**src/rtl/clksyn_pkg.sv**
```systemverilog
package clksyn_pkg;

  // sequencer states of one programming transfer
  typedef enum logic [2:0] {
    ST_IDLE    = 3'd0,
    ST_SETTLE  = 3'd1,
    ST_PHASE_A = 3'd2,
    ST_PHASE_B = 3'd3,
    ST_REST    = 3'd4
  } seq_state_t;

  // timer preload choice
  typedef enum logic {
    LD_SETTLE = 1'b0,
    LD_PHASE  = 1'b1
  } tmr_sel_t;

endpackage

```
**src/rtl/clksyn_word_pack.sv**
```systemverilog
module clksyn_word_pack #(
  parameter int SEL_W   = 4,
  parameter int FBDIV_W = 9,
  parameter int PDIV_W  = 3,
  parameter int WORD_W  = 20,
  parameter logic [WORD_W-1:0] TOGGLE = '0
) (
  input  logic [SEL_W-1:0]   sel,
  input  logic [FBDIV_W-1:0] fbdiv,
  input  logic [PDIV_W-1:0]  pdiv,
  output logic [WORD_W-1:0]  word
);

  localparam int USED_W = SEL_W + FBDIV_W + PDIV_W;

  logic [WORD_W-1:0] raw;

  generate
    if (USED_W < WORD_W) begin : g_pad
      assign raw = {{(WORD_W-USED_W){1'b0}}, pdiv, fbdiv, sel};
    end else begin : g_fit
      logic [USED_W-1:0] full;
      assign full = {pdiv, fbdiv, sel};
      assign raw  = full[WORD_W-1:0];
    end
  endgenerate

  assign word = raw ^ TOGGLE;

endmodule

```
**src/rtl/clksyn_us_timer.sv**
```systemverilog
module clksyn_us_timer #(
  parameter int CNT_W = 16
) (
  input  logic             clk,
  input  logic             rst_n,
  input  logic             tick,
  input  logic             load,
  input  logic [CNT_W-1:0] load_val,
  output logic             expire
);

  logic [CNT_W-1:0] cnt_q;

  // last tick of the loaded interval
  assign expire = tick && (cnt_q == CNT_W'(1));

  always_ff @(posedge clk) begin
    if (!rst_n) begin
      cnt_q <= '0;
    end else if (load) begin
      cnt_q <= load_val;
    end else if (tick && (cnt_q != '0)) begin
      cnt_q <= cnt_q - CNT_W'(1);
    end
  end

endmodule

```
**src/rtl/clksyn_shreg.sv**
```systemverilog
module clksyn_shreg #(
  parameter int WORD_W = 20
) (
  input  logic              clk,
  input  logic              rst_n,
  input  logic              load,
  input  logic [WORD_W-1:0] load_val,
  input  logic              shift,
  output logic              cur_bit,
  output logic              next_bit,
  output logic              rem_nz,
  output logic              next_nz
);

  logic [WORD_W-1:0] sr_q;
  logic [WORD_W-1:0] sr_next;

  assign sr_next  = sr_q >> 1;
  assign cur_bit  = sr_q[0];
  assign next_bit = sr_next[0];
  assign rem_nz   = |sr_q;
  assign next_nz  = |sr_next;

  always_ff @(posedge clk) begin
    if (!rst_n) begin
      sr_q <= '0;
    end else if (load) begin
      sr_q <= load_val;
    end else if (shift) begin
      sr_q <= sr_next;
    end
  end

endmodule

```
**src/rtl/clksyn_seq.sv**
```systemverilog
module clksyn_seq
  import clksyn_pkg::*;
(
  input  logic     clk,
  input  logic     rst_n,
  input  logic     accept,
  input  logic     expire,
  input  logic     cur_bit,
  input  logic     next_bit,
  input  logic     rem_nz,
  input  logic     next_nz,
  output logic     word_load,
  output logic     word_shift,
  output logic     tmr_load,
  output tmr_sel_t tmr_sel,
  output logic     pin_data,
  output logic     pin_strobe,
  output logic     pin_pulse,
  output logic     busy,
  output logic     done
);

  seq_state_t state_q;

  // control strobes to the datapath
  always_comb begin
    word_load  = 1'b0;
    word_shift = 1'b0;
    tmr_load   = 1'b0;
    tmr_sel    = LD_PHASE;
    unique case (state_q)
      ST_IDLE: begin
        word_load = accept;
        tmr_load  = accept;
        tmr_sel   = LD_SETTLE;
      end
      ST_SETTLE:  tmr_load = expire && rem_nz;
      ST_PHASE_A: tmr_load = expire;
      ST_PHASE_B: begin
        word_shift = expire;
        tmr_load   = expire && next_nz;
      end
      default: ;
    endcase
  end

  always_ff @(posedge clk) begin
    if (!rst_n) begin
      state_q    <= ST_IDLE;
      pin_data   <= 1'b0;
      pin_strobe <= 1'b0;
      pin_pulse  <= 1'b0;
      busy       <= 1'b0;
      done       <= 1'b0;
    end else begin
      done <= 1'b0;
      unique case (state_q)
        ST_IDLE: begin
          if (accept) begin
            state_q <= ST_SETTLE;
            busy    <= 1'b1;
          end
        end
        ST_SETTLE: begin
          if (expire) begin
            if (rem_nz) begin
              state_q    <= ST_PHASE_A;
              pin_data   <= cur_bit;
              pin_strobe <= 1'b1;
              pin_pulse  <= 1'b0;
            end else begin
              state_q    <= ST_REST;
              pin_data   <= 1'b0;
              pin_strobe <= 1'b1;
              pin_pulse  <= 1'b0;
            end
          end
        end
        ST_PHASE_A: begin
          if (expire) begin
            state_q   <= ST_PHASE_B;
            pin_pulse <= 1'b1;
          end
        end
        ST_PHASE_B: begin
          if (expire) begin
            pin_pulse <= 1'b0;
            if (next_nz) begin
              state_q  <= ST_PHASE_A;
              pin_data <= next_bit;
            end else begin
              state_q    <= ST_REST;
              pin_data   <= 1'b0;
              pin_strobe <= 1'b1;
            end
          end
        end
        ST_REST: begin
          state_q <= ST_IDLE;
          busy    <= 1'b0;
          done    <= 1'b1;
        end
        default: state_q <= ST_IDLE;
      endcase
    end
  end

endmodule

```
**src/rtl/clksyn_prog_shifter.sv**
```systemverilog
module clksyn_prog_shifter
  import clksyn_pkg::*;
#(
  parameter int SEL_W        = 4,
  parameter int FBDIV_W      = 9,
  parameter int PDIV_W       = 3,
  parameter int WORD_W       = 20,
  parameter logic [WORD_W-1:0] TOGGLE = 20'h9_0000,
  parameter int SETTLE_TICKS = 50000,
  parameter int PHASE_TICKS  = 26
) (
  input  logic               clk,
  input  logic               rst_n,
  input  logic               tick,
  input  logic               cfg_valid,
  output logic               cfg_ready,
  input  logic [SEL_W-1:0]   cfg_sel,
  input  logic [FBDIV_W-1:0] cfg_fbdiv,
  input  logic [PDIV_W-1:0]  cfg_pdiv,
  output logic               pin_data,
  output logic               pin_strobe,
  output logic               pin_pulse,
  output logic               busy,
  output logic               done
);

  localparam int MAX_TICKS = (SETTLE_TICKS > PHASE_TICKS) ? SETTLE_TICKS : PHASE_TICKS;
  localparam int CNT_W     = $clog2(MAX_TICKS + 1);

  logic [WORD_W-1:0] packed_word;
  logic              accept;
  logic              word_load, word_shift;
  logic              tmr_load, expire;
  tmr_sel_t          tmr_sel;
  logic [CNT_W-1:0]  tmr_val;
  logic              cur_bit, next_bit, rem_nz, next_nz;

  assign cfg_ready = !busy;
  assign accept    = cfg_valid && cfg_ready;
  assign tmr_val   = (tmr_sel == LD_SETTLE) ? CNT_W'(SETTLE_TICKS) : CNT_W'(PHASE_TICKS);

  clksyn_word_pack #(
    .SEL_W(SEL_W), .FBDIV_W(FBDIV_W), .PDIV_W(PDIV_W),
    .WORD_W(WORD_W), .TOGGLE(TOGGLE)
  ) u_pack (
    .sel(cfg_sel), .fbdiv(cfg_fbdiv), .pdiv(cfg_pdiv), .word(packed_word)
  );

  clksyn_us_timer #(.CNT_W(CNT_W)) u_timer (
    .clk(clk), .rst_n(rst_n), .tick(tick),
    .load(tmr_load), .load_val(tmr_val), .expire(expire)
  );

  clksyn_shreg #(.WORD_W(WORD_W)) u_shreg (
    .clk(clk), .rst_n(rst_n), .load(word_load), .load_val(packed_word),
    .shift(word_shift), .cur_bit(cur_bit), .next_bit(next_bit),
    .rem_nz(rem_nz), .next_nz(next_nz)
  );

  clksyn_seq u_seq (
    .clk(clk), .rst_n(rst_n), .accept(accept), .expire(expire),
    .cur_bit(cur_bit), .next_bit(next_bit), .rem_nz(rem_nz), .next_nz(next_nz),
    .word_load(word_load), .word_shift(word_shift),
    .tmr_load(tmr_load), .tmr_sel(tmr_sel),
    .pin_data(pin_data), .pin_strobe(pin_strobe), .pin_pulse(pin_pulse),
    .busy(busy), .done(done)
  );

endmodule

```
**config.mk**
```make
export PLATFORM = sky130hd
export DESIGN_NAME = clksyn_prog_shifter
export DESIGN_NICKNAME = d
export VERILOG_FILES = /design/src/rtl/clksyn_pkg.sv /design/src/rtl/clksyn_word_pack.sv /design/src/rtl/clksyn_us_timer.sv /design/src/rtl/clksyn_shreg.sv /design/src/rtl/clksyn_seq.sv /design/src/rtl/clksyn_prog_shifter.sv
export SDC_FILE = /design/constraint.sdc
export NUM_CORES = 1
export LEC_CHECK = 0
export BUFFER_PORTS_ARGS = -buffer_cell sky130_fd_sc_hd__buf_2
export CORE_UTILIZATION = 52
export CTS_CLUSTER_SIZE = 28
export DETAILED_ROUTE_END_ITERATION = 7
export PLACE_DENSITY = 0.78
export SLEW_MARGIN = 0
export SYNTH_ARGS = -nofsm -noshare
export SYNTH_HDL_FRONTEND = slang
export SYNTH_SLANG_ARGS = --single-unit
```
**constraint.sdc**
```tcl
create_clock -name clk -period 1.8 [get_ports clk]
set_input_delay 0.18 -clock clk [delete_from_list [all_inputs] [get_ports clk]]
set_output_delay 0.18 -clock clk [all_outputs]
set_load 0.05 [all_outputs]
```
==> run metrics, run 1 <==
run status complete, but fails checks; failing checks setup timing; 1st-iter DRT viols between 150 and 200; Via Count between 2000 and 2500; Psw 1.18 mW; Post-Syn Nets 276; Synth Flop Type dfxtp_1; share of cells above drive strength 1 35.2%; Int Power 1.95 mW; Setup violations, final 1; Period minus WS final between 1.5 and 2 ns; Initial Utilization about 54%; Worst Reg-to-Reg Cells 8; CTS buffer count 5; final setup TNS -0.00487 ns; Residual DRC 0; GP Congestion between 0.8 and 0.9; Final HPWL DP around 3700 microns; delay-heaviest family, CP simple AND/OR/NAND/NOR gates; Mapped Area about 0.0022 sq mm; clock skew 0.0156 ns; Rows 23; Slew headroom 73.1%; endpoints failing hold 0; synthesized area per cell roughly 8.6 sq um; CTS H-tree depth 2; Synth async-reset ratio 0%; DRT met1 WL 2610 microns; Pwr Density 1100 mW/mm^2; HP Class primary input to flop; Reg2Reg Launch Point u_timer.cnt_q[10]$_SDFFE_PN0P_; peak supply drop between 0.5 and 0.6 mV; Cell Chain, Critical Path nor4_2 -> buf_4 -> nand4_4 -> buf_6 -> o21a_4 -> clkbuf_16 -> nand2_4 -> a21oi_2; Total GRT Usage between 20% and 30%; first-pass GRT wire length roughly 8500 microns; Peak Freq between 0.5 and 0.6 GHz; Worst setup SP type flop; via/cell ratio between 5 and 6; switching part of the total around 38%; hold endpoint u_timer.cnt_q[4]$_SDFFE_PN0P_; arrival time worst endpoint around 2.0 ns; Seq cells post-synth between 40 and 50; clock sink total 44; most frequent cells in the layout dfxtp_1 (42), nand2_1 (25), buf_2 (25), buf_4 (25), nor2_1 (17); critical path class flop to flop; antenna-violating nets left 0; count of warnings emitted by yosys 0; most common cell after layout, fill and taps aside dfxtp_1; placed insts around 340; CTS tree yes; sequential element share of the synthesized area 40.3%; non-filler cells, final between 300 and 400; unrepaired setup endpoints after global routing yes; drt pass-1 iters 4; WP data required 2.00 ns; highest metal used met4; cell depth of the worst setup path 8; core area around 0.0040 sq mm; DP Area between 0.002 and 0.003 sq mm; Pwr Total about 3.1 mW; combinational share of power between 30 and 40%; DRT Wirelength between 5000 and 6000 microns; Reg clk slew, reported paths around 0.09 ns; number of synthesized flops with an enable pin 0; Tcrit/Tclk final 100%; crit path max fanout 8; CP max-delay cell dfxtp_1; worst slew pin tran 0.402 ns; Hold Path Origin rst_n; sequential share of power between 30% and 40%; R2R Path End u_shreg.sr_q[6]$_SDFFE_PN0P_; leakage power 1.07 nW; post-route cell area between 0.002 and 0.003 sq mm; DR WL met2 around 2800 microns; Buf+Inv Stages, Crit Path 3; Worst-Skew Late Latency around 0.31 ns; CTS root buf clkbuf_8; total grt overflow 0; die area roughly 0.0045 sq mm; vias in the first global route between 1500 and 2000; io pins 26; antenna fix cells 0; Synth Instances approximately 250; Die H 66.8 microns; Clk pwr share between 20% and 30%; Critical Path Max Stage Delay ~0.35 ns; crit end category flop; largest net degree at the start of global routing 20; initial antenna violation count 0; Final WS setup -0.00487 ns; reg2reg setup slack -0.005 ns; Nets 326; synth-to-layout area growth 30.0%; # Max-Cap Violations 0; synth unique cells 51; pre-CTS WS -0.0179 ns; port bufs 25; Met3 Wirelength around 320 microns; WL/cell about 16 microns; Slew Limit Fails 0; hold path cells 3; chip width approximately 67 microns; Clock Path Buffers 2
==> power by group through the flow <==
stage          registers [mW]  logic [mW]  clock network (mW)
2_1_floorplan            1.22       0.710                   0
3_3_place_gp             1.21        1.06                   0
3_5_place_dp             1.22        1.07                   0
4_1_cts                  1.20        1.08               0.676
5_1_grt                  1.24        1.33               0.716
6_report                 1.22        1.22               0.680
==> registers in the layout (all words and copies together) (netlist names) <==
name / cells
u_seq.pin_strobe: 1
u_shreg.sr_q: 20
u_timer.cnt_q: 16
u_seq.pin_pulse: 1
u_seq.busy: 1
u_seq.pin_data: 1
u_seq.done: 1
u_seq.state_q: 3
==> cell usage after synthesis, types with 5 or more instances <==
library cell / instances / share of area (%)
xor2_1: 5 / 2.0
xnor2_1: 6 / 2.4
nor2_1: 17 / 2.9
dfxtp_1: 44 / 40
clkbuf_1: 8 / 1.4
o21ai_0: 10 / 2.3
nand3_1: 10 / 2.3
a21oi_1: 21 / 4.8
nand2_1: 37 / 6.4
a22oi_1: 11 / 3.8
nor4_1: 6 / 1.7
inv_1: 5 / 0.86
a31oi_1: 8 / 2.3
==> layer usage <==
metal  GRT usage, %  vias to the layer above
met3           5.31                        7
met1           33.9                     1003
met4           9.57                        0
li1               -                     1033
met2           38.3                       73
met5              0                        -
==> cell type report <==
cell class              count  area (sq um)
flip-flops and latches     44           886
inverters                   6          22.5
fillers                   293          1190
multi-input cells         192          1380
repair buffers             54           389
clock buffers               6          82.6
well taps                  50          62.6
clock inverters             2          15.0
==> how the worst max path moves through the flow <==
| stage | from | to | slack, ns |
|---|---|---|---|
| after floorplan | u_seq.busy$_SDFFE_PN0P_ | u_shreg.sr_q[18]$_SDFFE_PP0N_ | 0.05 |
| after global placement | u_timer.cnt_q[2]$_SDFFE_PN0P_ | u_timer.cnt_q[4]$_SDFFE_PN0P_ | 0.04 |
| after detailed placement | u_timer.cnt_q[0]$_SDFFE_PN0P_ | u_timer.cnt_q[14]$_SDFFE_PN0P_ | -0.02 |
| after CTS | u_timer.cnt_q[8]$_SDFFE_PN0P_ | u_seq.state_q[1]$_SDFFE_PN0P_ | 0.008 |
| after global routing | u_timer.cnt_q[2]$_SDFFE_PN0P_ | u_shreg.sr_q[6]$_SDFFE_PN0P_ | -0.11 |
| final | u_timer.cnt_q[10]$_SDFFE_PN0P_ | u_shreg.sr_q[6]$_SDFFE_PN0P_ | -0.005 |
==> metrics by stage <==
stage,hold WS [ns],utilization [%]
global placement,0.444,63.0
finish,0.161,70.5
floorplan,0.333,-
CTS,0.154,65.5
global route,0.179,70.5
detailed placement,0.456,63.0
==> repair_timing <==
item / in CTS / in global routing
resized for setup: 1 / 44
gates cloned: 0 / 1
setup endpoints to repair: 3 / 30
hold buffers: 0 / 0
setup buffers: 0 / 2
pin swaps: 2 / 19
==> cells by family after synthesis <==
family,share of synthesized area (%)
AO/OA/AOI/OAI,21.5
XOR/XNOR,4.41
adder cells (fa/ha/maj),1.72
buffers and inverters,3.67
flip-flops,40.3
multiplexers,0.917
AND/OR/NAND/NOR,27.4
==> worst register-to-register path, cell delays in order (launching register included) <==
cell	delay, ns
dfxtp_1	0.35
nor4_2	0.29
buf_4	0.18
nand4_4	0.20
buf_6	0.19
o21a_4	0.21
clkbuf_16	0.17
nand2_4	0.06
a21oi_2	0.05
(Power assumes the default switching activity.)
==> run 2: changes to the inputs <==
--- a/config.mk
+++ b/config.mk
@@ -6,10 +6,10 @@
 export NUM_CORES = 1
 export LEC_CHECK = 0
 export BUFFER_PORTS_ARGS = -buffer_cell sky130_fd_sc_hd__buf_2
-export CORE_UTILIZATION = 52
+export CORE_UTILIZATION = 57
 export CTS_CLUSTER_SIZE = 28
 export DETAILED_ROUTE_END_ITERATION = 7
-export PLACE_DENSITY = 0.78
+export PLACE_DENSITY = 0.81
 export SLEW_MARGIN = 0
 export SYNTH_ARGS = -nofsm -noshare
 export SYNTH_HDL_FRONTEND = slang
==> constraint.sdc (replaced) <==
create_clock -name clk -period 2.21 [get_ports clk]
set_input_delay 0.221 -clock clk [delete_from_list [all_inputs] [get_ports clk]]
set_output_delay 0.221 -clock clk [all_outputs]
set_load 0.05 [all_outputs]
==> run metrics, run 2 (synthesis results as in run 1) <==
run status finished clean (was complete, but fails checks); Clock Path Buffers 2 (unchanged); io pins 26 (unchanged); Slew Limit Fails 0 (unchanged); final hold slack 0.211 ns (was 0.161 ns); Period minus WS final 2.03 ns (was 1.80 ns); Nets 300 (was 326); Worst Reg-to-Reg Cells 5 (was 8); CTS tree yes (unchanged); Post-CTS Hold Buffers 0 (unchanged); setup bufs post-CTS 0 (unchanged); Die H 63.9 microns (was 66.8 microns); Rows 22 (was 23); WL/cell 15.2 microns (was 16.2 microns); CTS H-tree depth 2 (unchanged); antenna-violating nets left 0 (unchanged); Peak Freq 0.493 GHz (was 0.554 GHz); endpoints failing hold 0 (unchanged); via/cell ratio 6.16 (was 5.98); Worst setup SP type flop (unchanged); clock sink total 44 (unchanged); Hold Path Origin cfg_sel[2] (was rst_n); initial antenna violation count 0 (unchanged); vias in the first global route 1889 (was 1870); arrival time worst endpoint 2.19 ns (was 2.00 ns); Largest regs u_shreg.sr_q (20), u_timer.cnt_q (16), u_seq.state_q (3) (unchanged); drt pass-1 iters 5 (was 4); clock skew 0.00818 ns (was 0.0156 ns); first-pass GRT wire length 8600 microns (was 8450 microns); leakage power 0.879 nW (was 1.07 nW); synth-to-layout area growth 11.5% (was 30.0%); Reg clk slew, reported paths 0.08 ns (was 0.09 ns); total grt overflow 0 (unchanged); reg2reg setup slack 0.18 ns (was -0.005 ns); Largest register FFs 20 (unchanged); core area 0.00366 sq mm (was 0.00403 sq mm); unrepaired setup endpoints after global routing no (was yes); Slew headroom 60.2% (was 73.1%); crit path max fanout 12 (was 8); 1st-iter DRT viols 195 (was 161); Initial Utilization 59.6% (was 54.2%); most frequent cells in the layout dfxtp_1 (44), nand2_1 (37), buf_2 (25), a21oi_1 (21), nor2_1 (17) (was dfxtp_1 (42), nand2_1 (25), buf_2 (25), buf_4 (25), nor2_1 (17)); hold endpoint u_shreg.sr_q[2]$_SDFFE_PN0P_ (was u_timer.cnt_q[4]$_SDFFE_PN0P_); port bufs 25 (unchanged); Final HPWL DP 3420 microns (was 3730 microns); R2R Path End u_timer.cnt_q[4]$_SDFFE_PN0P_ (was u_shreg.sr_q[6]$_SDFFE_PN0P_); final setup TNS 0 ns (was -0.00487 ns); Worst-Skew Late Latency 0.30 ns (was 0.31 ns); most common cell after layout, fill and taps aside dfxtp_1 (unchanged); CTS root buf clkbuf_8 (unchanged); Via Count 2008 (was 2116); crit end category flop (unchanged); Setup violations, final 0 (was 1); critical path class flop to flop (unchanged); antenna fix cells 0 (unchanged); DRT Wirelength 4950 microns (was 5750 microns); Reg2Reg Launch Point u_timer.cnt_q[10]$_SDFFE_PN0P_ (unchanged); CTS buffer count 5 (unchanged); # Max-Cap Violations 0 (unchanged); worst slew pin tran 0.591 ns (was 0.402 ns); Tcrit/Tclk final 91.8% (was 100%); GP Congestion 0.954 (was 0.841); Top reg by flops u_shreg.sr_q (unchanged); HP Class primary input to flop (unchanged); Total GRT Usage 26.9% (was 25.0%); Post-CTS Resized 0 (was 1); WP data required 2.37 ns (was 2.00 ns); peak supply drop 0.525 mV (was 0.580 mV); Pwr Density 926 mW/mm^2 (was 1100 mW/mm^2); share of cells above drive strength 1 17.3% (was 35.2%); largest net degree at the start of global routing 20 (unchanged); die area 0.00408 sq mm (was 0.00446 sq mm); Residual DRC 0 (unchanged); hold path cells 3 (unchanged); chip width 63.9 microns (was 66.8 microns)
[run 2: changes by cell type in the layout (fill, tap and decap cells not counted), sizes merged]
cell | previous run | this run
buf | 53 | 28
clkinvlp | 2 | 1
[run 2: layout make-up]
type	count	area, sq um
multi-input cells	192	1230
fillers	323	1230
flip-flops and latches	44	881
repair buffers	28	148
clock buffers	7	86.3
well taps	48	60.1
inverters	6	22.5
clock inverters	1	7.51
[run 2: worst max path at each step]
stage                              startpoint                             end  slack (ns)  depth (start not counted)
2_1_floorplan         u_seq.busy$_SDFFE_PN0P_   u_shreg.sr_q[18]$_SDFFE_PP0N_        0.46                          6
3_3_place_gp   u_timer.cnt_q[10]$_SDFFE_PN0P_   u_timer.cnt_q[4]$_SDFFE_PN0P_        0.29                          5
3_5_place_dp   u_timer.cnt_q[10]$_SDFFE_PN0P_  u_timer.cnt_q[14]$_SDFFE_PN0P_        0.25                          5
4_1_cts        u_timer.cnt_q[10]$_SDFFE_PN0P_   u_timer.cnt_q[4]$_SDFFE_PN0P_        0.22                          5
5_1_grt         u_timer.cnt_q[0]$_SDFFE_PN0P_  u_timer.cnt_q[14]$_SDFFE_PN0P_        0.05                          6
6_report       u_timer.cnt_q[10]$_SDFFE_PN0P_   u_timer.cnt_q[4]$_SDFFE_PN0P_        0.18                          5
[run 2: layer usage]
metal	global-route usage (%)	part of all wire, %	wire, microns
met5	0	0	0
met2	44.1	46	2260
met3	7.32	6.4	315
met4	8.81	1.4	71
met1	33.8	47	2310
[run 2: critical path, stage by stage (launching register included)]
cell and delay, ns:
dfxtp_1 0.35, nor4_2 0.54, and4_4 0.44, a21boi_0 0.25, nand3_1 0.17, a41oi_1 0.14
[run 2: through the flow]
stage	instances	instance area [sq um]	total power [mW]	worst slack, ns	util (%)
finish	326	2430	2.25	0.180	66.5
global placement	318	2340	1.70	0.292	63.9
floorplan	253	2180	1.57	0.456	-
detailed placement	318	2340	1.72	0.252	63.9
CTS	326	2430	2.24	0.217	66.5
global route	326	2430	2.38	0.0515	66.5
[run 2: power breakdown]
| part | internal, mW | total [mW] | switching [mW] |
|---|---|---|---|
| Clock | 0.254 | 0.534 | 0.280 |
| Sequential | 0.886 | 1.00 | 0.117 |
| Combinational | 0.276 | 0.716 | 0.441 |
| Total | 1.42 | 2.25 | 0.837 |
==> run 3: changes to the inputs <==
--- a/config.mk
+++ b/config.mk
@@ -5,11 +5,12 @@
 export SDC_FILE = /design/constraint.sdc
 export NUM_CORES = 1
 export LEC_CHECK = 0
-export BUFFER_PORTS_ARGS = -buffer_cell sky130_fd_sc_hd__buf_2
+export BUFFER_PORTS_ARGS = -buffer_cell sky130_fd_sc_hd__buf_4
 export CORE_UTILIZATION = 57
 export CTS_CLUSTER_SIZE = 28
 export DETAILED_ROUTE_END_ITERATION = 7
 export PLACE_DENSITY = 0.81
+export SKIP_LAST_GASP = 1
 export SLEW_MARGIN = 0
 export SYNTH_ARGS = -nofsm -noshare
 export SYNTH_HDL_FRONTEND = slang
==> constraint.sdc (replaced) <==
create_clock -name clk -period 2.21 [get_ports clk]
set_input_delay 0.3315 -clock clk [delete_from_list [all_inputs] [get_ports clk]]
set_output_delay 0.3315 -clock clk [all_outputs]
set_load 0.05 [all_outputs]
==> run metrics, run 3 (synthesis results as in run 1) <==
via/cell ratio 6.10 (was 6.16); DP Area 0.00242 sq mm (was 0.00234 sq mm); arrival time worst endpoint 2.23 ns (was 2.19 ns); Setup violations, final 0 (unchanged); Residual DRC 0 (unchanged); critical path class flop to flop (unchanged); Worst-Skew Late Latency 0.30 ns (about the same); Largest regs u_shreg.sr_q (20), u_timer.cnt_q (16), u_seq.state_q (3) (unchanged); 1st-iter DRT viols 179 (was 195); most frequent cells in the layout dfxtp_1 (44), nand2_1 (37), buf_4 (31), a21oi_1 (21), nor2_1 (17) (was dfxtp_1 (44), nand2_1 (37), buf_2 (25), a21oi_1 (21), nor2_1 (17)); CTS buffer count 5 (unchanged); largest net degree at the start of global routing 20 (unchanged); Pwr Density 950 mW/mm^2 (was 926 mW/mm^2); Via Count 2007 (was 2008); drt pass-1 iters 5 (unchanged); Clock Path Buffers 2 (unchanged); CTS H-tree depth 2 (unchanged); Final HPWL DP 3500 microns (was 3420 microns); CTS tree yes (unchanged); unrepaired setup endpoints after global routing no (unchanged); crit path max fanout 7 (was 12); utilization after layout 69.7% (was 66.5%); worst slew pin tran 0.654 ns (was 0.591 ns); # Max-Cap Violations 0 (unchanged); Initial Utilization 59.6% (unchanged); Slew headroom 56.0% (was 60.2%); Top reg by flops u_shreg.sr_q (unchanged); Pwr Total 2.42 mW (was 2.25 mW); Largest register FFs 20 (unchanged); DRT Wirelength 4990 microns (was 4950 microns); clock skew 0.00884 ns (was 0.00818 ns); WL/cell 15.2 microns (about the same); Slew Limit Fails 0 (unchanged); io pins 26 (unchanged); crit end category flop (unchanged); Post-CTS Resized 0 (unchanged); final setup TNS 0 ns (unchanged); vias in the first global route 1860 (was 1889); Die H 63.9 microns (unchanged); WP data required 2.43 ns (was 2.37 ns); Total GRT Usage 27.1% (was 26.9%); endpoints failing hold 0 (unchanged); GP Congestion 0.922 (was 0.954); HP Class primary input to flop (unchanged); Filler cells 288 (was 323); Peak Freq 0.496 GHz (was 0.493 GHz); leakage power 0.932 nW (was 0.879 nW); Worst setup SP type flop (unchanged); initial antenna violation count 0 (unchanged); clock sink total 44 (unchanged); first-pass GRT wire length 8600 microns (about the same); CTS root buf clkbuf_8 (unchanged); reg2reg setup slack 0.19 ns (was 0.18 ns); antenna fix cells 0 (unchanged); peak supply drop 0.442 mV (was 0.525 mV); Nets 303 (was 300); post-route cell area 0.00255 sq mm (was 0.00243 sq mm); share of cells above drive strength 1 18.5% (was 17.3%); Reg clk slew, reported paths 0.08 ns (about the same); Post-CTS Hold Buffers 0 (unchanged); setup bufs post-CTS 0 (unchanged); antenna-violating nets left 0 (unchanged); synth-to-layout area growth 16.8% (was 11.5%); total grt overflow 0 (unchanged); die area 0.00408 sq mm (unchanged); chip width 63.9 microns (unchanged); core area 0.00366 sq mm (unchanged); port bufs 25 (unchanged); Period minus WS final 2.02 ns (was 2.03 ns); run status finished clean (unchanged); Rows 22 (unchanged); most common cell after layout, fill and taps aside dfxtp_1 (unchanged); Tcrit/Tclk final 91.3% (was 91.8%)
[run 3: where the power goes]
part           switching [mW]  total (mW)  internal [mW]
clock network           0.270       0.668          0.399
logic                   0.450       0.758          0.308
registers               0.111       0.997          0.886
[run 3: per-stage QoR]
step                      setup slack (ns)  cells  hold WS [ns]
after global placement               0.327    321         0.443
after CTS                            0.226    329         0.311
after global routing                0.0718    329         0.304
after floorplan                      0.456    253         0.437
final                                0.192    329         0.314
after detailed placement             0.296    321         0.448
[run 3: critical path, cell delays in order (launching register included)]
cell	delay [ns]
dfxtp_1	0.41
inv_1	0.09
ha_1	0.24
nor2b_1	0.23
a21boi_0	0.58
o21ai_0	0.16
o31ai_1	0.23
[run 3: final cells by class]
| cell class | count | area (sq um) | share of cell area (%) |
|---|---|---|---|
| clock buffer | 7 | 96.3 | 3.78 |
| clock inverter | 1 | 30.0 | 1.18 |
| inverter | 6 | 22.5 | 0.883 |
| multi-input combinational | 192 | 1230 | 48.2 |
| sequential | 44 | 881 | 34.5 |
| tap | 48 | 60.1 | 2.35 |
| timing repair buffer | 31 | 233 | 9.12 |
[run 3: path summary, 6_finish.rpt]
path,start,endpoint,cells past startpoint
worst max-delay path,u_timer.cnt_q[0]$_SDFFE_PN0P_,u_timer.cnt_q[14]$_SDFFE_PN0P_,6
worst max register to register,u_timer.cnt_q[0]$_SDFFE_PN0P_,u_timer.cnt_q[14]$_SDFFE_PN0P_,6
worst min-delay path,cfg_sel[0],u_shreg.sr_q[0]$_SDFFE_PN0P_,3
worst min register to register,u_shreg.sr_q[0]$_SDFFE_PN0P_,u_shreg.sr_q[0]$_SDFFE_PN0P_,2
[run 3: metal layers]
metal  global-route usage (%)  routed length, microns  up-vias
li1                         -                       -      983
met1                     35.8                    2230      936
met2                     42.3                    2360       81
met3                     6.43                     331        7
met4                     10.5                      69        0
met5                        0                       0        -
